[src/rtl/snd_dma_pkg.sv]
package snd_dma_pkg;
  localparam int INSTR_W = 16;
  localparam int ARG_W   = 12;

  localparam logic [3:0] OPC_LOAD   = 4'h0;
  localparam logic [3:0] OPC_PAUSE  = 4'h1;
  localparam logic [3:0] OPC_REPEAT = 4'h2;
  localparam logic [3:0] OPC_CTRL   = 4'h4;

  // Bit positions inside a control command
  localparam int CB_LOOP = 0;
  localparam int CB_INT  = 4;
  localparam int CB_STOP = 5;

  typedef enum logic [2:0] {
    S_IDLE,
    S_RLO,
    S_RHI,
    S_CAP,
    S_EXEC
  } seq_state_e;
endpackage

[src/rtl/snd_dma_chan.sv]
module snd_dma_chan
  import snd_dma_pkg::*;
#(
  parameter int AW = 16,
  parameter int PW = 8
) (
  input  logic          clk,
  input  logic          rst_n,
  input  logic          cpu_ptr_we,
  input  logic [AW-1:0] cpu_ptr_wdata,
  input  logic          cpu_psc_we,
  input  logic [PW-1:0] cpu_psc_wdata,
  input  logic          cpu_en_we,
  input  logic          cpu_en_wdata,
  input  logic          cpu_irq_clr,
  input  logic          tick,
  input  logic          lo_we,
  input  logic          hi_we,
  input  logic [7:0]    rdata,
  input  logic          exec,
  output logic          ready,
  output logic [AW-1:0] ptr,
  output logic          en,
  output logic          irq,
  output logic          snd_we,
  output logic [3:0]    snd_reg,
  output logic [7:0]    snd_data
);
  logic [AW-1:0]      ptr_q, ptr_d, lptr_q, lptr_d;
  logic [PW-1:0]      psc_q, psc_d, pscc_q, pscc_d;
  logic               en_q, en_d, irq_q, irq_d, irq_set;
  logic [INSTR_W-1:0] ins_q, ins_d;
  logic [ARG_W-1:0]   lcnt_q, lcnt_d, pause_q, pause_d;
  logic [3:0]         op;
  logic [ARG_W-1:0]   arg;

  assign op  = ins_q[15:12];
  assign arg = ins_q[ARG_W-1:0];

  always_comb begin
    ptr_d   = ptr_q;
    lptr_d  = lptr_q;
    psc_d   = psc_q;
    pscc_d  = pscc_q;
    en_d    = en_q;
    ins_d   = ins_q;
    lcnt_d  = lcnt_q;
    pause_d = pause_q;
    irq_set = 1'b0;
    // pause countdown, one prescaled tick per P+1 retraces
    if (tick && (pause_q != '0)) begin
      if (pscc_q == '0) begin
        pscc_d  = psc_q;
        pause_d = pause_q - ARG_W'(1);
      end else begin
        pscc_d = pscc_q - PW'(1);
      end
    end
    if (lo_we) ins_d[7:0] = rdata;
    if (hi_we) begin
      ins_d[15:8] = rdata;
      ptr_d       = ptr_q + AW'(2);
    end
    if (exec) begin
      case (op)
        OPC_PAUSE: if (arg != '0) begin
          pause_d = arg;
          pscc_d  = psc_q;
        end
        OPC_REPEAT: if (arg != '0) begin
          lcnt_d = arg;
          lptr_d = ptr_q;
        end
        OPC_CTRL: begin
          if (ins_q[CB_LOOP] && (lcnt_q != '0)) begin
            ptr_d  = lptr_q;
            lcnt_d = lcnt_q - ARG_W'(1);
          end
          if (ins_q[CB_INT])  irq_set = 1'b1;
          if (ins_q[CB_STOP]) en_d = 1'b0;
        end
        default: ;
      endcase
    end
    irq_d = (irq_q & ~cpu_irq_clr) | irq_set;
    // CPU writes take precedence over the sequencer
    if (cpu_ptr_we) ptr_d = {cpu_ptr_wdata[AW-1:1], 1'b0};
    if (cpu_psc_we) psc_d = cpu_psc_wdata;
    if (cpu_en_we)  en_d  = cpu_en_wdata;
  end

  always_ff @(posedge clk or negedge rst_n) begin
    if (!rst_n) begin
      ptr_q   <= '0;
      lptr_q  <= '0;
      psc_q   <= '0;
      pscc_q  <= '0;
      en_q    <= 1'b0;
      irq_q   <= 1'b0;
      ins_q   <= '0;
      lcnt_q  <= '0;
      pause_q <= '0;
    end else begin
      ptr_q   <= ptr_d;
      lptr_q  <= lptr_d;
      psc_q   <= psc_d;
      pscc_q  <= pscc_d;
      en_q    <= en_d;
      irq_q   <= irq_d;
      ins_q   <= ins_d;
      lcnt_q  <= lcnt_d;
      pause_q <= pause_d;
    end
  end

  assign ready    = en_q && (pause_q == '0);
  assign ptr      = ptr_q;
  assign en       = en_q;
  assign irq      = irq_q;
  assign snd_we   = exec && (op == OPC_LOAD);
  assign snd_reg  = ins_q[11:8];
  assign snd_data = ins_q[7:0];

  AST_PAUSED_NO_FETCH: assert property (@(posedge clk) disable iff (!rst_n)
    lo_we |-> (pause_q == '0));
  AST_STOP_DISABLES: assert property (@(posedge clk) disable iff (!rst_n)
    (exec && (op == OPC_CTRL) && ins_q[CB_STOP] && !cpu_en_we) |=> !en_q);
  AST_IRQ_STICKY: assert property (@(posedge clk) disable iff (!rst_n)
    (irq_q && !cpu_irq_clr) |=> irq_q);
endmodule

[src/rtl/snd_dma_ctrl.sv]
module snd_dma_ctrl
  import snd_dma_pkg::*;
#(
  parameter int NCH = 3,
  parameter int AW  = 16
) (
  input  logic                    clk,
  input  logic                    rst_n,
  input  logic                    hsync,
  input  logic [NCH-1:0]          ready,
  input  logic [NCH-1:0][AW-1:0]  ptrs,
  output logic                    tick,
  output logic [NCH-1:0]          lo_we,
  output logic [NCH-1:0]          hi_we,
  output logic [NCH-1:0]          exec,
  output logic                    mem_rd,
  output logic [AW-1:0]           mem_addr
);
  localparam int CHW = (NCH > 1) ? $clog2(NCH) : 1;
  localparam logic [CHW-1:0] LAST_CH = CHW'(NCH - 1);

  seq_state_e     state_q, state_d;
  logic [CHW-1:0] ch_q, ch_d;
  logic [NCH-1:0] go_q, go_d;
  logic           last;

  assign last = (ch_q == LAST_CH);

  always_comb begin
    state_d  = state_q;
    ch_d     = ch_q;
    go_d     = go_q;
    tick     = 1'b0;
    lo_we    = '0;
    hi_we    = '0;
    exec     = '0;
    mem_rd   = 1'b0;
    mem_addr = '0;
    case (state_q)
      S_IDLE: if (hsync) begin
        tick    = 1'b1;
        go_d    = ready;
        ch_d    = '0;
        state_d = S_RLO;
      end
      S_RLO: begin
        if (go_q[ch_q]) begin
          mem_rd   = 1'b1;
          mem_addr = ptrs[ch_q];
          state_d  = S_RHI;
        end else if (last) begin
          ch_d    = '0;
          state_d = S_EXEC;
        end else begin
          ch_d = ch_q + CHW'(1);
        end
      end
      S_RHI: begin
        mem_rd       = 1'b1;
        mem_addr     = ptrs[ch_q] | AW'(1);
        lo_we[ch_q]  = 1'b1;
        state_d      = S_CAP;
      end
      S_CAP: begin
        hi_we[ch_q] = 1'b1;
        if (last) begin
          ch_d    = '0;
          state_d = S_EXEC;
        end else begin
          ch_d    = ch_q + CHW'(1);
          state_d = S_RLO;
        end
      end
      S_EXEC: begin
        exec[ch_q] = go_q[ch_q];
        if (last) begin
          ch_d    = '0;
          state_d = S_IDLE;
        end else begin
          ch_d = ch_q + CHW'(1);
        end
      end
      default: state_d = S_IDLE;
    endcase
  end

  always_ff @(posedge clk or negedge rst_n) begin
    if (!rst_n) begin
      state_q <= S_IDLE;
      ch_q    <= '0;
      go_q    <= '0;
    end else begin
      state_q <= state_d;
      ch_q    <= ch_d;
      go_q    <= go_d;
    end
  end

  AST_FETCH_EVEN: assert property (@(posedge clk) disable iff (!rst_n)
    (state_q == S_RLO && mem_rd) |-> !mem_addr[0]);
  AST_ONE_EXEC: assert property (@(posedge clk) disable iff (!rst_n)
    $onehot0(exec));
endmodule

[src/rtl/snd_dma_seq.sv]
module snd_dma_seq
  import snd_dma_pkg::*;
#(
  parameter int NCH = 3,
  parameter int AW  = 16,
  parameter int PW  = 8
) (
  input  logic              clk,
  input  logic              rst_n,
  input  logic              hsync,
  output logic              mem_rd,
  output logic [AW-1:0]     mem_addr,
  input  logic [7:0]        mem_rdata,
  input  logic [NCH-1:0]    cpu_ptr_we,
  input  logic [AW-1:0]     cpu_ptr_wdata,
  input  logic [NCH-1:0]    cpu_psc_we,
  input  logic [PW-1:0]     cpu_psc_wdata,
  input  logic              cpu_en_we,
  input  logic [NCH-1:0]    cpu_en_wdata,
  input  logic [NCH-1:0]    cpu_irq_clr,
  output logic [NCH-1:0]    chan_en,
  output logic [NCH*AW-1:0] chan_ptr,
  output logic [NCH-1:0]    irq_flags,
  output logic              irq,
  output logic              snd_we,
  output logic [3:0]        snd_reg,
  output logic [7:0]        snd_data
);
  logic                   tick;
  logic [NCH-1:0]         ready_w, lo_we_w, hi_we_w, exec_w, we_w;
  logic [NCH-1:0][AW-1:0] ptr_w;
  logic [3:0]             reg_w  [NCH];
  logic [7:0]             data_w [NCH];

  snd_dma_ctrl #(.NCH(NCH), .AW(AW)) u_ctrl (
    .clk      (clk),
    .rst_n    (rst_n),
    .hsync    (hsync),
    .ready    (ready_w),
    .ptrs     (ptr_w),
    .tick     (tick),
    .lo_we    (lo_we_w),
    .hi_we    (hi_we_w),
    .exec     (exec_w),
    .mem_rd   (mem_rd),
    .mem_addr (mem_addr)
  );

  for (genvar i = 0; i < NCH; i++) begin : g_chan
    snd_dma_chan #(.AW(AW), .PW(PW)) u_chan (
      .clk           (clk),
      .rst_n         (rst_n),
      .cpu_ptr_we    (cpu_ptr_we[i]),
      .cpu_ptr_wdata (cpu_ptr_wdata),
      .cpu_psc_we    (cpu_psc_we[i]),
      .cpu_psc_wdata (cpu_psc_wdata),
      .cpu_en_we     (cpu_en_we),
      .cpu_en_wdata  (cpu_en_wdata[i]),
      .cpu_irq_clr   (cpu_irq_clr[i]),
      .tick          (tick),
      .lo_we         (lo_we_w[i]),
      .hi_we         (hi_we_w[i]),
      .rdata         (mem_rdata),
      .exec          (exec_w[i]),
      .ready         (ready_w[i]),
      .ptr           (ptr_w[i]),
      .en            (chan_en[i]),
      .irq           (irq_flags[i]),
      .snd_we        (we_w[i]),
      .snd_reg       (reg_w[i]),
      .snd_data      (data_w[i])
    );
    assign chan_ptr[i*AW +: AW] = ptr_w[i];
  end

  // at most one channel executes per cycle, so a plain select suffices
  always_comb begin
    snd_reg  = '0;
    snd_data = '0;
    for (int i = 0; i < NCH; i++) begin
      if (we_w[i]) begin
        snd_reg  = reg_w[i];
        snd_data = data_w[i];
      end
    end
  end

  assign snd_we = |we_w;
  assign irq    = |irq_flags;

  AST_ONE_SND: assert property (@(posedge clk) disable iff (!rst_n)
    $onehot0(we_w));
  AST_IDLE_CHAN_QUIET: assert property (@(posedge clk) disable iff (!rst_n)
    (!chan_en[0] && !cpu_en_we) |=> !we_w[0]);
endmodule

[config.mk]
export PLATFORM = sky130hd
export DESIGN_NAME = snd_dma_seq
export DESIGN_NICKNAME = d
export VERILOG_FILES = /design/src/rtl/snd_dma_pkg.sv /design/src/rtl/snd_dma_chan.sv /design/src/rtl/snd_dma_ctrl.sv /design/src/rtl/snd_dma_seq.sv
export SDC_FILE = /design/constraint.sdc
export NUM_CORES = 1
export LEC_CHECK = 0
export BUFFER_PORTS_ARGS = -buffer_cell sky130_fd_sc_hd__buf_2
export CAP_MARGIN = 20
export CORE_ASPECT_RATIO = 0.5
export CORE_MARGIN = 1
export CORE_UTILIZATION = 40
export CTS_BUF_LIST = sky130_fd_sc_hd__clkbuf_16
export DETAILED_ROUTE_END_ITERATION = 10
export PLACE_DENSITY = 0.55
export REMOVE_ABC_BUFFERS = 1
export SYNTH_ARGS = -nofsm -noshare
export SYNTH_HDL_FRONTEND = slang
export SYNTH_SLANG_ARGS = --single-unit
[constraint.sdc]
create_clock -name clk -period 2.9 [get_ports clk]
set_input_delay 0.145 -clock clk [delete_from_list [all_inputs] [get_ports clk]]
set_output_delay 0.145 -clock clk [all_outputs]
set_load 0.05 [all_outputs]
==> impl_metrics.yaml, run 1 <==
setup_path:
  slowest_stage: "or3b_2"
  path_common_cell: "buf_6"
  worst_setup_path_start_kind: "flip-flop"
  r2r_slack_ns: 0.10
  path_cells: "or3b_2 -> or3_4 -> nor3_4 -> buf_6 -> a222oi_1 -> inv_1 -> buf_6"
  critPathRequiredTime_ns: 2.76
  cp.arrival_ns: 2.70
  reg2reg_from: "g_chan[2].u_chan.ins_q[13]"
  cp_max_fo: 7
  cp-startpoint: "g_chan[0].u_chan.ins_q[15]"
  max_stage_delay_ns: 0.50
  setup.worst_path.end_class: "output port"
  worstSetupPathType: "flip-flop to output port"
global_routing:
  grt_pass1_wl_um: 70900
  antenna_found_initial: 0
  grt_pass1_vias: 12600
  grt_max_degree: 77
  overflow: 0
  grtUsageTotal: 0.230
logic_synthesis:
  ys_types: 70
  syn_area_mm2: 0.0150
  synth_cells: 1517
  syn_avg_cell_area_um2: 9.91
  synth_edf_count: 0
  synth_warnings: 0
  synthTopCellsByArea: "dfrtp_1 (46%), mux2_2 (9.2%), nor2_1 (3.5%), nand2_1 (3.2%), mux2i_1 (2.8%)"
  ys.flop_type: "dfrtp_1"
  ys_seq_elements: 278
  synth.yosys.seq_area_share: 0.463
  synth_top_area_cell: "dfrtp_1"
  async_reset_ff_frac: 1.00
  synth_top_cell_area_share: 0.463
power_and_ir_drop:
  p_seq_frac: 0.428
  clock_power_share: 0.319
  power_density_mw_per_mm2: 678
  cellLeakagePower_nw: 8.21
  p_total_w: 0.0123
  p_int_w: 0.00818
  p_sw_w: 0.00416
  ir_worst_vdd_uv: 370
  switching_share: 0.337
  combPwrFrac: 0.253
route:
  routed_wl_um: 44600
  drt-initial-drc-count: 1034
  ant_nets: 0
  drc: 0
  first_pass_iters: 7
  via_count: 12800
  wl_per_cell_um: 20.0
  viasPerCell: 5.72
final_layout:
  final_cell_mix: "dfrtp_1 (278), nor2_1 (140), nand2_1 (128)"
  area_growth_pct: 21.2
  final_common_cell: "dfrtp_1"
  drive_gt1_frac: 0.236
  nNetsFinal: 1784
  final_util: 0.499
  stdcell_count: 2228
  antenna_cells: 0
outcome:
  outcome: "complete, no violations"
clock_network:
  numClockSinks: 278
  insertion_delay_ns: 0.56
  htreeDepth: 1
  clkTransAtPathRegs_ns: 0.06
  cts_tree: "done"
  cts_buffers: 29
  clockBufferDepth: 3
  cts_root_buf: "clkbuf_16"
place:
  place_inst: 2117
  place.gp.congestion: 0.899
  dp.final_hpwl_um: 31800
  numPortBuffers: 131
  post-place-ws_ns: 0.122
sta:
  setup_ws_ns: 0.0570
  slew_headroom: 0.523
  hold_slack_ns: 0.0288
  setup_viol: 0
  maxSlewViolCount: 0
  period_share: 0.980
  rsz0062_at_grt: "true"
  worst_pin_slew_ns: 0.710
  fmax_mhz: 352
  min_period_ns: 2.84
  finalHoldViolCount: 0
  finClkSkew_ns: 0.0153
die:
  rows: 49
  dieHeight_um: 139
  die-area_mm2: 0.0384
  start_util: 0.412
  design.core.area_mm2: 0.0365
  die_x_um: 276
  io_pins: 133
min_path:
  worstHoldStart: "hsync"
  min_path_type: "primary input to flip-flop"
job:
  max_cap_viol_count: 0
==> cells by family after synthesis <==
family / Yosys count / synth area share
mux: 178 / 0.132
flops: 278 / 0.463
xor+xnor: 82 / 0.0478
simple gates: 552 / 0.187
fa+ha+maj: 15 / 0.0125
compound gates: 272 / 0.119
buf+inv: 140 / 0.0380
==> what timing repair did <==
action | CTS | global route
setup endpoints to repair | 16 | 25
endpoints found under the hold margin | 194 | 0
hold buffers | 49 | 0
gates resized for setup | 23 | 23
pin swaps | 0 | 6
buffers inserted | 0 | 6
gates cloned | 1 | 1
==> synth_stat cells (11+ instances only) <==
library cell / number
a21oi_1: 68
a221oi_1: 20
a222oi_1: 12
a31oi_1: 11
clkbuf_1: 67
dfrtp_1: 278
ha_1: 15
inv_1: 55
mux2_2: 123
mux2i_1: 42
nand2_1: 128
nand3_1: 37
nand4_1: 18
nor2_1: 141
nor3_1: 70
nor4_1: 38
nor4b_1: 11
o21ai_0: 70
o22a_1: 12
or3_1: 15
xnor2_1: 40
xor2_1: 42
==> layer usage <==
layer	global-route usage	part of all wire	vias up
met5	0	0	-
met4	0.0688	0.028	0
met3	0.0349	0.050	84
met2	0.373	0.47	391
met1	0.319	0.45	6359
li1	-	-	5920
==> worst max-delay path, delay by kind of cell (launching register included) <==
family | cells | cell delay, ns
AND/OR/NAND/NOR | 3 | 1.20
buffers and inverters | 3 | 0.45
flip-flops | 1 | 0.39
AO/OA/AOI/OAI | 1 | 0.09
==> state kept, by name (all words and copies together), names as in the netlist, 24 cells and up <==
name                   cells
g_chan.u_chan.psc_q       24
g_chan.u_chan.ptr         48
g_chan.u_chan.lptr_q      48
g_chan.u_chan.lcnt_q      36
g_chan.u_chan.pscc_q      24
g_chan.u_chan.pause_q     36
g_chan.u_chan.ins_q       48
==> per-stage QoR <==
stage               cell area [um^2]  TNS [ns]
finish                         18200         0
global placement               16500         0
global route                   18200   -0.0112
floorplan                      14700    -39.75
CTS                            18100    -0.107
detailed placement             16500         0
==> area by class of cell <==
| type | instances | area (um^2) |
|---|---|---|
| Clock inverter | 25 | 264 |
| Tap cell | 484 | 606 |
| Sequential cell | 278 | 6960 |
| Multi-Input combinational cell | 1099 | 7580 |
| Timing Repair Buffer | 258 | 1880 |
| Clock buffer | 29 | 726 |
| Inverter | 55 | 206 |
| Fill cell | 3324 | 18300 |
==> worst paths after layout <==
path                       depth (start not counted)                           to
max in group asynchronous                          3    g_chan[0].u_chan.psc_q[6]
min reg2reg                                        2   g_chan[0].u_chan.lptr_q[6]
min in group asynchronous                          2  g_chan[0].u_chan.lptr_q[12]
max reg2reg                                        8          g_chan[2].u_chan.en
max                                                7                  snd_data[3]
min                                                5            u_ctrl.state_q[0]
==> power groups by stage <==
stage          combinational [W]  clock, W  sequential, W
6_report                 0.00313   0.00393        0.00528
5_1_grt                  0.00344   0.00419        0.00535
4_1_cts                  0.00309   0.00402        0.00526
3_5_place_dp             0.00302         0        0.00532
3_3_place_gp             0.00296         0        0.00529
2_1_floorplan            0.00172         0        0.00532
Power figures use the tool's default switching activity.
==> run 2: changes to the inputs <==
==> constraint.sdc (replaced) <==
create_clock -name clk -period 2.8 [get_ports clk]
set_input_delay 0.14 -clock clk [delete_from_list [all_inputs] [get_ports clk]]
set_output_delay 0.14 -clock clk [all_outputs]
set_load 0.05 [all_outputs]
==> run 2 against run 1 <==
  * Utilization is 0.21 points lower
  * Register-to-register slack improved by 0.07 ns
  * Setup slack worse by 0.023 ns
  * Final area down 0.43%
  * Clock skew is 0.0041 ns higher
  * Clock power down 7.9%
  * Combinational power up 5%
  * Sequential cell count unchanged
  * Sequential power grew 4%
  * Via count is 0.32% lower
  * Critical path depth is the same
  * Critical path type unchanged
  * Critical endpoint is now snd_data[1]
==> impl_metrics.yaml, run 2 (same netlist as run 1, synthesis figures left out) <==
die:
  die_x_um: 276
  design.core.area_mm2: 0.0365
  rows: 49
  io_pins: 133
  start_util: 0.412
  die-area_mm2: 0.0384
  dieHeight_um: 139
sta:
  rsz0062_at_grt: "true"
  worst_pin_slew_ns: 0.702
  setup_viol: 0
  setup_tns_ns: 0
  slew_headroom: 0.532
  finClkSkew_ns: 0.0193
  finalHoldViolCount: 0
  fmax_mhz: 361
  min_period_ns: 2.77
  maxSlewViolCount: 0
  period_share: 0.988
clock_network:
  htreeDepth: 1
  clockBufferDepth: 3
  insertion_delay_ns: 0.57
  cts_tree: "done"
  cts_root_buf: "clkbuf_16"
  numClockSinks: 278
  cts_buffers: 29
  clkTransAtPathRegs_ns: 0.07
final_layout:
  drive_gt1_frac: 0.235
  antenna_cells: 0
  nNetsFinal: 1784
  final_cell_mix: "dfrtp_1 (276), nor2_1 (140), nand2_1 (128)"
  final_common_cell: "dfrtp_1"
  area_growth_pct: 20.7
  fill_cells: 3342
  fin_area_mm2: 0.0181
route:
  viasPerCell: 5.71
  drt-initial-drc-count: 1067
  drc: 0
  ant_nets: 0
  via_count: 12700
  routed_wl_um: 44700
  first_pass_iters: 7
  wl_per_cell_um: 20.1
power_and_ir_drop:
  cellLeakagePower_nw: 8.17
  ir_worst_vdd_uv: 449
  power_density_mw_per_mm2: 684
setup_path:
  cp.arrival_ns: 2.63
  critPathRequiredTime_ns: 2.66
  slowest_stage: "or4_4"
  worst_r2r_path_depth: 9
  cp_max_fo: 7
  max_stage_delay_ns: 0.48
  setup.worst_path.end_class: "output port"
  path_common_cell: "buf_6"
  worstSetupPathType: "flip-flop to output port"
  path_cells: "or3b_4 -> or4_4 -> nor3_4 -> buf_6 -> a222oi_1 -> inv_1 -> buf_6"
  worst_setup_path_start_kind: "flip-flop"
job:
  max_cap_viol_count: 0
place:
  numPortBuffers: 131
  place.gp.congestion: 0.857
  placed_area_mm2: 0.0166
  dp.final_hpwl_um: 31400
global_routing:
  overflow: 0
  grt_max_degree: 84
  grt_pass1_vias: 12400
  grt_pass1_wl_um: 70900
  antenna_found_initial: 0
  grtUsageTotal: 0.231
min_path:
  min_path_type: "primary input to flip-flop"
  holdPathStages: 2
outcome:
  outcome: "complete, no violations"
-- run 2: cell count changes in the layout (fill, tap and decap cells not counted), sizes merged --
| cell | change |
|---|---|
| bufinv | -5 |
| inv | -1 |
| clkinv | +3 |
-- run 2: worst max-delay path: cells and delay by family, from the launching register on --
kind	cells	cell delay [ns]
and+or+nand+nor	3	1.11
AOI/OAI and AO/OA	1	0.12
buffers and inverters	3	0.44
DFF	1	0.38
-- run 2: report_power, final --
part | total, W | leakage (nW) | switching (W) | internal [W]
Combinational | 0.00330 | 4.28 | 0.00182 | 0.00147
Clock | 0.00362 | 0.435 | 0.00167 | 0.00195
Sequential | 0.00548 | 3.45 | 0.000883 | 0.00460
-- run 2: final timing paths --
check,start,endpoint,slack [ns]
worst max-delay path,u_ctrl.state_q[1],snd_data[1],0.03
worst min-delay path,cpu_ptr_we[0],g_chan[0].u_chan.ptr[0],0.07
worst max register to register,g_chan[0].u_chan.lcnt_q[0],g_chan[0].u_chan.ptr[14],0.17
worst min register to register,g_chan[2].u_chan.lptr_q[11],g_chan[2].u_chan.lptr_q[11],0.49
max in group asynchronous,rst_n,g_chan[0].u_chan.psc_q[3],1.79
min in group asynchronous,rst_n,g_chan[0].u_chan.lptr_q[15],0.18
-- run 2: routing by layer --
metal  track usage  share of wire  routed length [um]  up-vias
li1              -              -                   -     5923
met1         0.326           0.47               20800     6394
met2         0.372           0.46               20500      326
met3        0.0318          0.047                2100       70
met4        0.0620          0.028                1250        0
met5             0              0                   0        -
-- run 2: timing repair --
item | CTS | global route
setup buffers | 3 | 3
endpoints found under the setup margin | 24 | 27
endpoints found under the hold margin | 200 | 0
pin swaps | 1 | 9
gates resized for setup | 38 | 16
hold buffers | 49 | 0
cloned | 2 | 1
-- run 2: final cells by class --
| cell class | instances | area (um^2) | share of cell area |
|---|---|---|---|
| inverter | 55 | 206 | 0.0114 |
| timing repair buffer | 258 | 1940 | 0.107 |
| sequential | 278 | 6960 | 0.384 |
| clock buffer | 29 | 726 | 0.0400 |
| tap | 484 | 606 | 0.0334 |
| multi-input combinational | 1099 | 7590 | 0.418 |
| clock inverter | 22 | 118 | 0.00648 |
-- run 2: metrics by stage --
step / setup slack [ns] / hold slack (ns) / util / std cells / power [W]
2_1_floorplan: -0.849 / -0.156 / - / 1432 / 0.00729
3_3_place_gp: 0.217 / 0.195 / 0.454 / 2117 / 0.00856
3_5_place_dp: 0.181 / 0.209 / 0.454 / 2117 / 0.00866
4_1_cts: 0.00105 / 0.0463 / 0.495 / 2222 / 0.0124
5_1_grt: -0.0295 / 0.111 / 0.497 / 2225 / 0.0130
6_report: 0.0337 / 0.0740 / 0.497 / 2225 / 0.0124
